**src/rtl/flseq_pkg.sv**
```systemverilog
package flseq_pkg;

    typedef enum logic [1:0] {
        ST_IDLE  = 2'd0,
        ST_SETUP = 2'd1,
        ST_PULSE = 2'd2,
        ST_HOLD  = 2'd3
    } seq_state_t;

    localparam int NUM_OPS     = 5;
    localparam int OP_MASS     = 0;
    localparam int OP_PAGE     = 1;
    localparam int OP_PROG     = 2;
    localparam int OP_REF      = 3;
    localparam int OP_RECALL   = 4;

    localparam int CTRL_SLEEP  = 0;
    localparam int CTRL_OP_LSB = 3;
    localparam int CTRL_AUTO   = 8;

    localparam int CNT_W       = 24;

    localparam logic [2:0] REG_CTRL  = 3'd0;
    localparam logic [2:0] REG_TIM0  = 3'd1;
    localparam logic [2:0] REG_TIM1  = 3'd2;
    localparam logic [2:0] REG_TIM2  = 3'd3;
    localparam logic [2:0] REG_ADDR  = 3'd4;
    localparam logic [2:0] REG_PBIDX = 3'd5;
    localparam logic [2:0] REG_STAT  = 3'd6;

endpackage

```
**src/rtl/flseq_arbiter.sv**
```systemverilog
module flseq_arbiter #(
    parameter int N = 5
) (
    input  logic [N-1:0] req,
    output logic [N-1:0] grant
);
    logic [N:0] seen;

    assign seen[0] = 1'b0;

    genvar i;
    generate
        for (i = 0; i < N; i++) begin : g_pri
            assign seen[i+1] = seen[i] | req[i];
            assign grant[i]  = req[i] & ~seen[i];
        end
    endgenerate
endmodule

```
**src/rtl/flseq_phase_timer.sv**
```systemverilog
module flseq_phase_timer #(
    parameter int CNT_W = 24
) (
    input  logic             clk,
    input  logic             rst_n,
    input  logic             load,
    input  logic [CNT_W-1:0] load_val,
    output logic             last
);
    logic [CNT_W-1:0] cnt_q;

    always_ff @(posedge clk or negedge rst_n) begin
        if (!rst_n) begin
            cnt_q <= '0;
        end else if (load) begin
            cnt_q <= load_val;
        end else if (cnt_q != '0) begin
            cnt_q <= cnt_q - 1'b1;
        end
    end

    assign last = (cnt_q <= CNT_W'(1));
endmodule

```
**src/rtl/flseq_fsm.sv**
```systemverilog
module flseq_fsm
    import flseq_pkg::*;
(
    input  logic       clk,
    input  logic       rst_n,
    input  logic       start,
    input  logic       phase_last,
    output seq_state_t state,
    output seq_state_t state_nx,
    output logic       load,
    output logic       done
);
    seq_state_t state_q;

    always_ff @(posedge clk or negedge rst_n) begin
        if (!rst_n) begin
            state_q <= ST_IDLE;
        end else begin
            state_q <= state_nx;
        end
    end

    always_comb begin
        state_nx = state_q;
        load     = 1'b0;
        done     = 1'b0;
        unique case (state_q)
            ST_IDLE: begin
                if (start) begin
                    state_nx = ST_SETUP;
                    load     = 1'b1;
                end
            end
            ST_SETUP: begin
                if (phase_last) begin
                    state_nx = ST_PULSE;
                    load     = 1'b1;
                end
            end
            ST_PULSE: begin
                if (phase_last) begin
                    state_nx = ST_HOLD;
                    load     = 1'b1;
                end
            end
            ST_HOLD: begin
                if (phase_last) begin
                    state_nx = ST_IDLE;
                    done     = 1'b1;
                end
            end
        endcase
    end

    assign state = state_q;
endmodule

```
**src/rtl/flash_op_sequencer.sv**
```systemverilog
module flash_op_sequencer
    import flseq_pkg::*;
#(
    parameter int ADDR_W     = 20,
    parameter int PAGE_BYTES = 4096,
    parameter int PB_MAX     = 32
) (
    input  logic              clk,
    input  logic              rst_n,
    input  logic              reg_wr,
    input  logic [2:0]        reg_wr_idx,
    input  logic [31:0]       reg_wr_data,
    input  logic [2:0]        reg_rd_idx,
    output logic [31:0]       reg_rd_data,
    output logic              busy,
    output logic [4:0]        fl_op,
    output logic              fl_setup,
    output logic              fl_pulse,
    output logic              fl_hold,
    output logic [ADDR_W-1:0] fl_addr,
    output logic [5:0]        rd_wait,
    output logic              sleep_mode,
    output logic              auto_prog
);
    localparam int PBI_W = $clog2(PB_MAX + 1);
    localparam logic [ADDR_W-1:0] PAGE_MASK = ~ADDR_W'(PAGE_BYTES - 1);

    logic [5:0]          wait_q;
    logic [15:0]         nvh_q;
    logic [23:0]         erase_q;
    logic [15:0]         prog_q;
    logic [7:0]          c100_q;
    logic [3:0]          c10_q;
    logic [ADDR_W-1:0]   addr_q;
    logic [PBI_W-1:0]    pbi_q;
    logic [NUM_OPS-1:0]  op_q;
    logic                sleep_q;
    logic                auto_q;

    logic [NUM_OPS-1:0]  req;
    logic [NUM_OPS-1:0]  grant;
    logic                wr_ctrl;
    logic                start;
    logic                load;
    logic                done;
    logic                phase_last;
    logic [CNT_W-1:0]    main_cnt;
    logic [CNT_W-1:0]    load_val;
    seq_state_t          state;
    seq_state_t          state_nx;

    assign req     = reg_wr_data[CTRL_OP_LSB +: NUM_OPS];
    assign wr_ctrl = reg_wr && (reg_wr_idx == REG_CTRL);
    assign start   = wr_ctrl && (state == ST_IDLE) && (|req);

    flseq_arbiter #(.N(NUM_OPS)) i_arb (
        .req   (req),
        .grant (grant)
    );

    flseq_fsm i_fsm (
        .clk        (clk),
        .rst_n      (rst_n),
        .start      (start),
        .phase_last (phase_last),
        .state      (state),
        .state_nx   (state_nx),
        .load       (load),
        .done       (done)
    );

    flseq_phase_timer #(.CNT_W(CNT_W)) i_tmr (
        .clk      (clk),
        .rst_n    (rst_n),
        .load     (load),
        .load_val (load_val),
        .last     (phase_last)
    );

    always_comb begin
        if (op_q[OP_PROG]) begin
            main_cnt = CNT_W'(prog_q);
        end else if (op_q[OP_RECALL]) begin
            main_cnt = CNT_W'(c100_q);
        end else begin
            main_cnt = CNT_W'(erase_q);
        end
    end

    always_comb begin
        unique case (state_nx)
            ST_SETUP: load_val = CNT_W'(c10_q);
            ST_PULSE: load_val = main_cnt;
            ST_HOLD:  load_val = CNT_W'(nvh_q);
            default:  load_val = '0;
        endcase
    end

    always_ff @(posedge clk or negedge rst_n) begin
        if (!rst_n) begin
            wait_q  <= '0;
            nvh_q   <= '0;
            erase_q <= '0;
            prog_q  <= '0;
            c100_q  <= '0;
            c10_q   <= '0;
            addr_q  <= '0;
            pbi_q   <= '0;
            op_q    <= '0;
            sleep_q <= 1'b0;
            auto_q  <= 1'b0;
        end else begin
            if (reg_wr) begin
                unique case (reg_wr_idx)
                    REG_CTRL: begin
                        sleep_q <= reg_wr_data[CTRL_SLEEP];
                        auto_q  <= reg_wr_data[CTRL_AUTO];
                    end
                    REG_TIM0: begin
                        wait_q <= reg_wr_data[5:0];
                        nvh_q  <= reg_wr_data[31:16];
                    end
                    REG_TIM1: erase_q <= reg_wr_data[23:0];
                    REG_TIM2: begin
                        prog_q <= reg_wr_data[15:0];
                        c100_q <= reg_wr_data[23:16];
                        c10_q  <= reg_wr_data[27:24];
                    end
                    REG_ADDR: begin
                        if (state == ST_IDLE) addr_q <= reg_wr_data[ADDR_W-1:0];
                    end
                    REG_PBIDX: begin
                        if (state == ST_IDLE) pbi_q <= reg_wr_data[PBI_W-1:0];
                    end
                    default: ;
                endcase
            end
            if (start) begin
                op_q <= grant;
            end else if (done) begin
                op_q <= '0;
                if (op_q[OP_PROG]) addr_q <= addr_q + ADDR_W'(pbi_q);
            end
        end
    end

    always_comb begin
        reg_rd_data = '0;
        unique case (reg_rd_idx)
            REG_CTRL: begin
                reg_rd_data[CTRL_SLEEP]                  = sleep_q;
                reg_rd_data[CTRL_OP_LSB +: NUM_OPS]      = op_q;
                reg_rd_data[CTRL_AUTO]                   = auto_q;
            end
            REG_TIM0:  reg_rd_data = {nvh_q, 10'd0, wait_q};
            REG_TIM1:  reg_rd_data = {8'd0, erase_q};
            REG_TIM2:  reg_rd_data = {4'd0, c10_q, c100_q, prog_q};
            REG_ADDR:  reg_rd_data[ADDR_W-1:0] = addr_q;
            REG_PBIDX: reg_rd_data[PBI_W-1:0]  = pbi_q;
            REG_STAT:  reg_rd_data[0] = (state != ST_IDLE);
            default:   reg_rd_data = '0;
        endcase
    end

    always_comb begin
        busy       = (state != ST_IDLE);
        fl_setup   = (state == ST_SETUP);
        fl_pulse   = (state == ST_PULSE);
        fl_hold    = (state == ST_HOLD);
        fl_op      = op_q;
        fl_addr    = op_q[OP_PAGE] ? (addr_q & PAGE_MASK) : addr_q;
        rd_wait    = wait_q;
        sleep_mode = sleep_q;
        auto_prog  = auto_q;
    end
endmodule

```
**config.mk**
```make
export PLATFORM = sky130hd
export DESIGN_NAME = flash_op_sequencer
export DESIGN_NICKNAME = d
export VERILOG_FILES = /design/src/rtl/flseq_pkg.sv /design/src/rtl/flseq_arbiter.sv /design/src/rtl/flseq_phase_timer.sv /design/src/rtl/flseq_fsm.sv /design/src/rtl/flash_op_sequencer.sv
export SDC_FILE = /design/constraint.sdc
export NUM_CORES = 1
export LEC_CHECK = 0
export BUFFER_PORTS_ARGS = -buffer_cell sky130_fd_sc_hd__buf_2
export CORE_MARGIN = 3
export CORE_UTILIZATION = 62
export CTS_BUF_LIST = sky130_fd_sc_hd__clkbuf_16
export DETAILED_ROUTE_END_ITERATION = 7
export PLACE_DENSITY = 0.95
export SLEW_MARGIN = 20
export SYNTH_ARGS = -nofsm -noshare
export SYNTH_HDL_FRONTEND = slang
export SYNTH_SLANG_ARGS = --single-unit
```
**constraint.sdc**
```tcl
create_clock -name clk -period 3.5 [get_ports clk]
set_input_delay 0.35 -clock clk [delete_from_list [all_inputs] [get_ports clk]]
set_output_delay 0.35 -clock clk [all_outputs]
set_load 0.005 [all_outputs]
```
==> load_flow_metrics.sql <==
INSERT INTO impl_metrics (metric_group, metric, value, unit) VALUES
('worst_setup_path', 'family_with_the_most_delay_on_the_worst_path', 'simple AND/OR/NAND/NOR gates', ''),
('pwr', 'vdd_ir_drop_max', '0.000464', 'V'),
('synthesis', 'synth.yosys.seq_area_share', '43.5', '%'),
('run_status', 'status', 'completed', ''),
('worst_setup_path', 'timing.critical_path.slowest_stage_cell', 'sky130_fd_sc_hd__nor4_1', ''),
('worst_setup_path', 'register_to_register_setup_slack', '740', 'ps'),
('timing', 'grt_setup_unrepaired', 'false', ''),
('timing', 'finalCritPeriodShare', '78.9', '%'),
('synthesis', 'combinational_family_with_the_most_area_after_synthesis', 'multiplexers', ''),
('clocking', 'ctsResizeCount', '0', ''),
('synthesis', 'synth.distinct_cells', '64', ''),
('clocking', 'clk_latency', '420', 'ps'),
('timing', 'final.setup.tns', '0', 'ps'),
('route', 'detailroute.via_count', '6923', ''),
('clocking', 'cts_max_path_buffers', '2', ''),
('grt', 'grt_first_pass_wirelength', '37200', 'um'),
('synthesis', 'synth_simple_gate_area_share', '14.5', '%'),
('floorplan', 'design.portCount', '110', ''),
('synthesis', 'synth-seq-cells', '133', ''),
('finish', 'layout-area-overhead-vs-synth', '15.8', '%'),
('route', 'drt-wirelength-per-cell', '23.9', 'um'),
('min_path', 'min_path_cells', '2', ''),
('finish', 'layout_cell_share_with_drive_strength_beyond_1', '28.9', '%'),
('worst_setup_path', 'path_common_cell', 'sky130_fd_sc_hd__nand2_1', ''),
('floorplan', 'floorplan.initialDensity', '65.3', '%'),
('pwr', 'power_per_cell_area', '486', 'mW/mm^2'),
('finish', 'most_frequent_cells_in_the_layout', 'sky130_fd_sc_hd__dfrtp_1, sky130_fd_sc_hd__buf_2, sky130_fd_sc_hd__mux2_2, sky130_fd_sc_hd__nor2_1, sky130_fd_sc_hd__mux2i_1', ''),
('route', 'post_route_drc', '0', ''),
('worst_setup_path', 'criticalPathCategory', 'register to register', ''),
('pwr', 'netSwitchingPower', '1.16', 'mW'),
('finish', 'layout.cells.most_common', 'sky130_fd_sc_hd__dfrtp_1', ''),
('synthesis', 'ys_async_sr_fraction', '100', '%'),
('timing', 'clock.fmax', '362', 'MHz'),
('worst_setup_path', 'cp_slowest_stage_delay', '560', 'ps'),
('synthesis', 'yosysWarnings', '0', ''),
('finish', 'antenna_cells', '0', ''),
('clocking', 'clkTransAtPathRegs', '60', 'ps'),
('finish', 'postLayoutCoreUtil', '75.6', '%'),
('worst_setup_path', 'critical_register_to_register_path_endpoint', 'addr_q[11]', ''),
('run', 'cap_violations', '0', ''),
('grt', 'antenna_found_initial', '0', ''),
('synthesis', 'syn_inst', '742', ''),
('synthesis', 'synth_area', '0.00764', 'sq mm'),
('pwr', 'share_seq_of_total_power', '44.9', '%'),
('grt', 'grt_max_degree', '93', ''),
('synthesis', 'synth-compound-area-share', '14.1', '%'),
('timing', 'slew_headroom', '26.8', '%'),
('min_path', 'hp-class', 'input port to register', ''),
('clocking', 'cts_buffers', '17', ''),
('synthesis', 'synth_edf_count', '0', ''),
('floorplan', 'core_rows', '39', ''),
('timing', 'final_critical_delay_including_setup_and_external_delays', '2760', 'ps'),
('clocking', 'htree_num_levels', '4', ''),
('pwr', 'clock_power_share', '40.6', '%'),
('worst_setup_path', 'r2r.worst_path.cells', '7', ''),
('route', 'drt_first_pass_iters', '5', ''),
('timing', 'timing.final.hold_violations', '0', ''),
('pwr', 'total_leakage_power', '4.04', 'nW'),
('pwr', 'power.internal', '3.14', 'mW'),
('min_path', 'min_to', 'nvh_q[13]', ''),
('pwr', 'power_switching_share', '27.0', '%'),
('clocking', 'postCtsSetupRepairBufs', '0', ''),
('floorplan', 'chipHeight', '117', 'um'),
('synthesis', 'synth.area.mux_share', '18.7', '%'),
('worst_setup_path', 'critical_path_buf_inv_count', '0', ''),
('finish', 'finish.net_count', '891', ''),
('synthesis', 'adder_cell_fraction_of_synth_area', '2.55', '%'),
('route', 'viasPerCell', '6.99', ''),
('route', 'wl', '23700', 'um'),
('timing', 'timing.clock.skew', '6.41', 'ps'),
('timing', 'tightestPinTransition', '1100', 'ps');
-- metal layers --
metal	global-route usage, %	up-vias	share of wire, %
met5	0	-	0
met4	20.1	0	6.5
met3	8.84	144	11
met2	55.5	551	47
met1	46.1	3317	36
li1	-	2911	-
-- power by group through the flow --
stage / logic, mW / clock network [mW] / registers [mW]
CTS: 0.618 / 1.74 / 1.92
detailed placement: 0.597 / 0 / 1.93
finish: 0.624 / 1.75 / 1.93
floorplan: 0.375 / 0 / 1.86
global placement: 0.569 / 0 / 1.92
global route: 0.676 / 1.81 / 1.95
-- worst register-to-register path, stage by stage, from the launching register on --
cell	delay [ps]
sky130_fd_sc_hd__dfrtp_1	410
sky130_fd_sc_hd__nor4_1	570
sky130_fd_sc_hd__nand2_1	240
sky130_fd_sc_hd__nor3_1	360
sky130_fd_sc_hd__nand3_1	250
sky130_fd_sc_hd__nand2_1	460
sky130_fd_sc_hd__nor2_1	110
sky130_fd_sc_hd__a211oi_1	260
-- synth_stat cells, drive strengths merged (14+ instances only) --
master  instances  area (sq um)
a21oi          36           188
buf            22           139
clkbuf         25          93.8
dfrtp         133          3330
ha             14           175
inv            17          63.8
mux2           86           968
mux2i          46           460
nand2          45           169
nor2           60           225
nor2b          16           100
o21ai          45           225
o22ai          20           125
xnor2          22           193
-- stage by stage --
step	cells	hold slack [ps]	power [mW]	worst slack [ps]	cell area, sq um
2_1_floorplan	742	54.4	2.24	1190	7640
3_3_place_gp	958	372	2.49	899	8270
3_5_place_dp	958	368	2.53	826	8270
4_1_cts	991	162	4.28	789	8850
5_1_grt	991	170	4.44	506	8850
6_report	991	173	4.30	739	8850
-- flip-flops by register name, summed over array words and instances, names as in the netlist --
register / flops
addr_q: 20
auto_prog: 1
c100_q: 8
c10_q: 4
erase_q: 24
fl_op: 5
i_fsm.state: 2
i_tmr.cnt_q: 24
nvh_q: 16
pbi_q: 6
prog_q: 16
rd_wait: 6
sleep_mode: 1
-- worst max-delay path by stage --
stage / to / cells after the start
after floorplan: i_tmr.cnt_q[1] / 8
after global placement: i_tmr.cnt_q[8] / 7
after detailed placement: i_tmr.cnt_q[8] / 7
after CTS: addr_q[11] / 7
after global routing: addr_q[13] / 7
final: addr_q[11] / 7
-- cell type report --
| class | count | area, sq um |
|---|---|---|
| inverter | 17 | 63.8 |
| multi-input combinational | 545 | 4060 |
| tap | 143 | 179 |
| sequential | 133 | 3330 |
| fill | 701 | 2860 |
| clock inverter | 15 | 146 |
| timing repair buffer | 121 | 653 |
| clock buffer | 17 | 425 |
-- logic make-up (layout without fill, tap and decap cells) --
| group | Yosys count | after routing |
|---|---|---|
| compound gates | 164 | 164 |
| xor+xnor | 24 | 24 |
| fa+ha+maj | 15 | 15 |
| buf+inv | 64 | 170 |
| flops | 133 | 133 |
| mux | 132 | 132 |
| simple gates | 210 | 210 |
(Power assumes the default switching activity.)
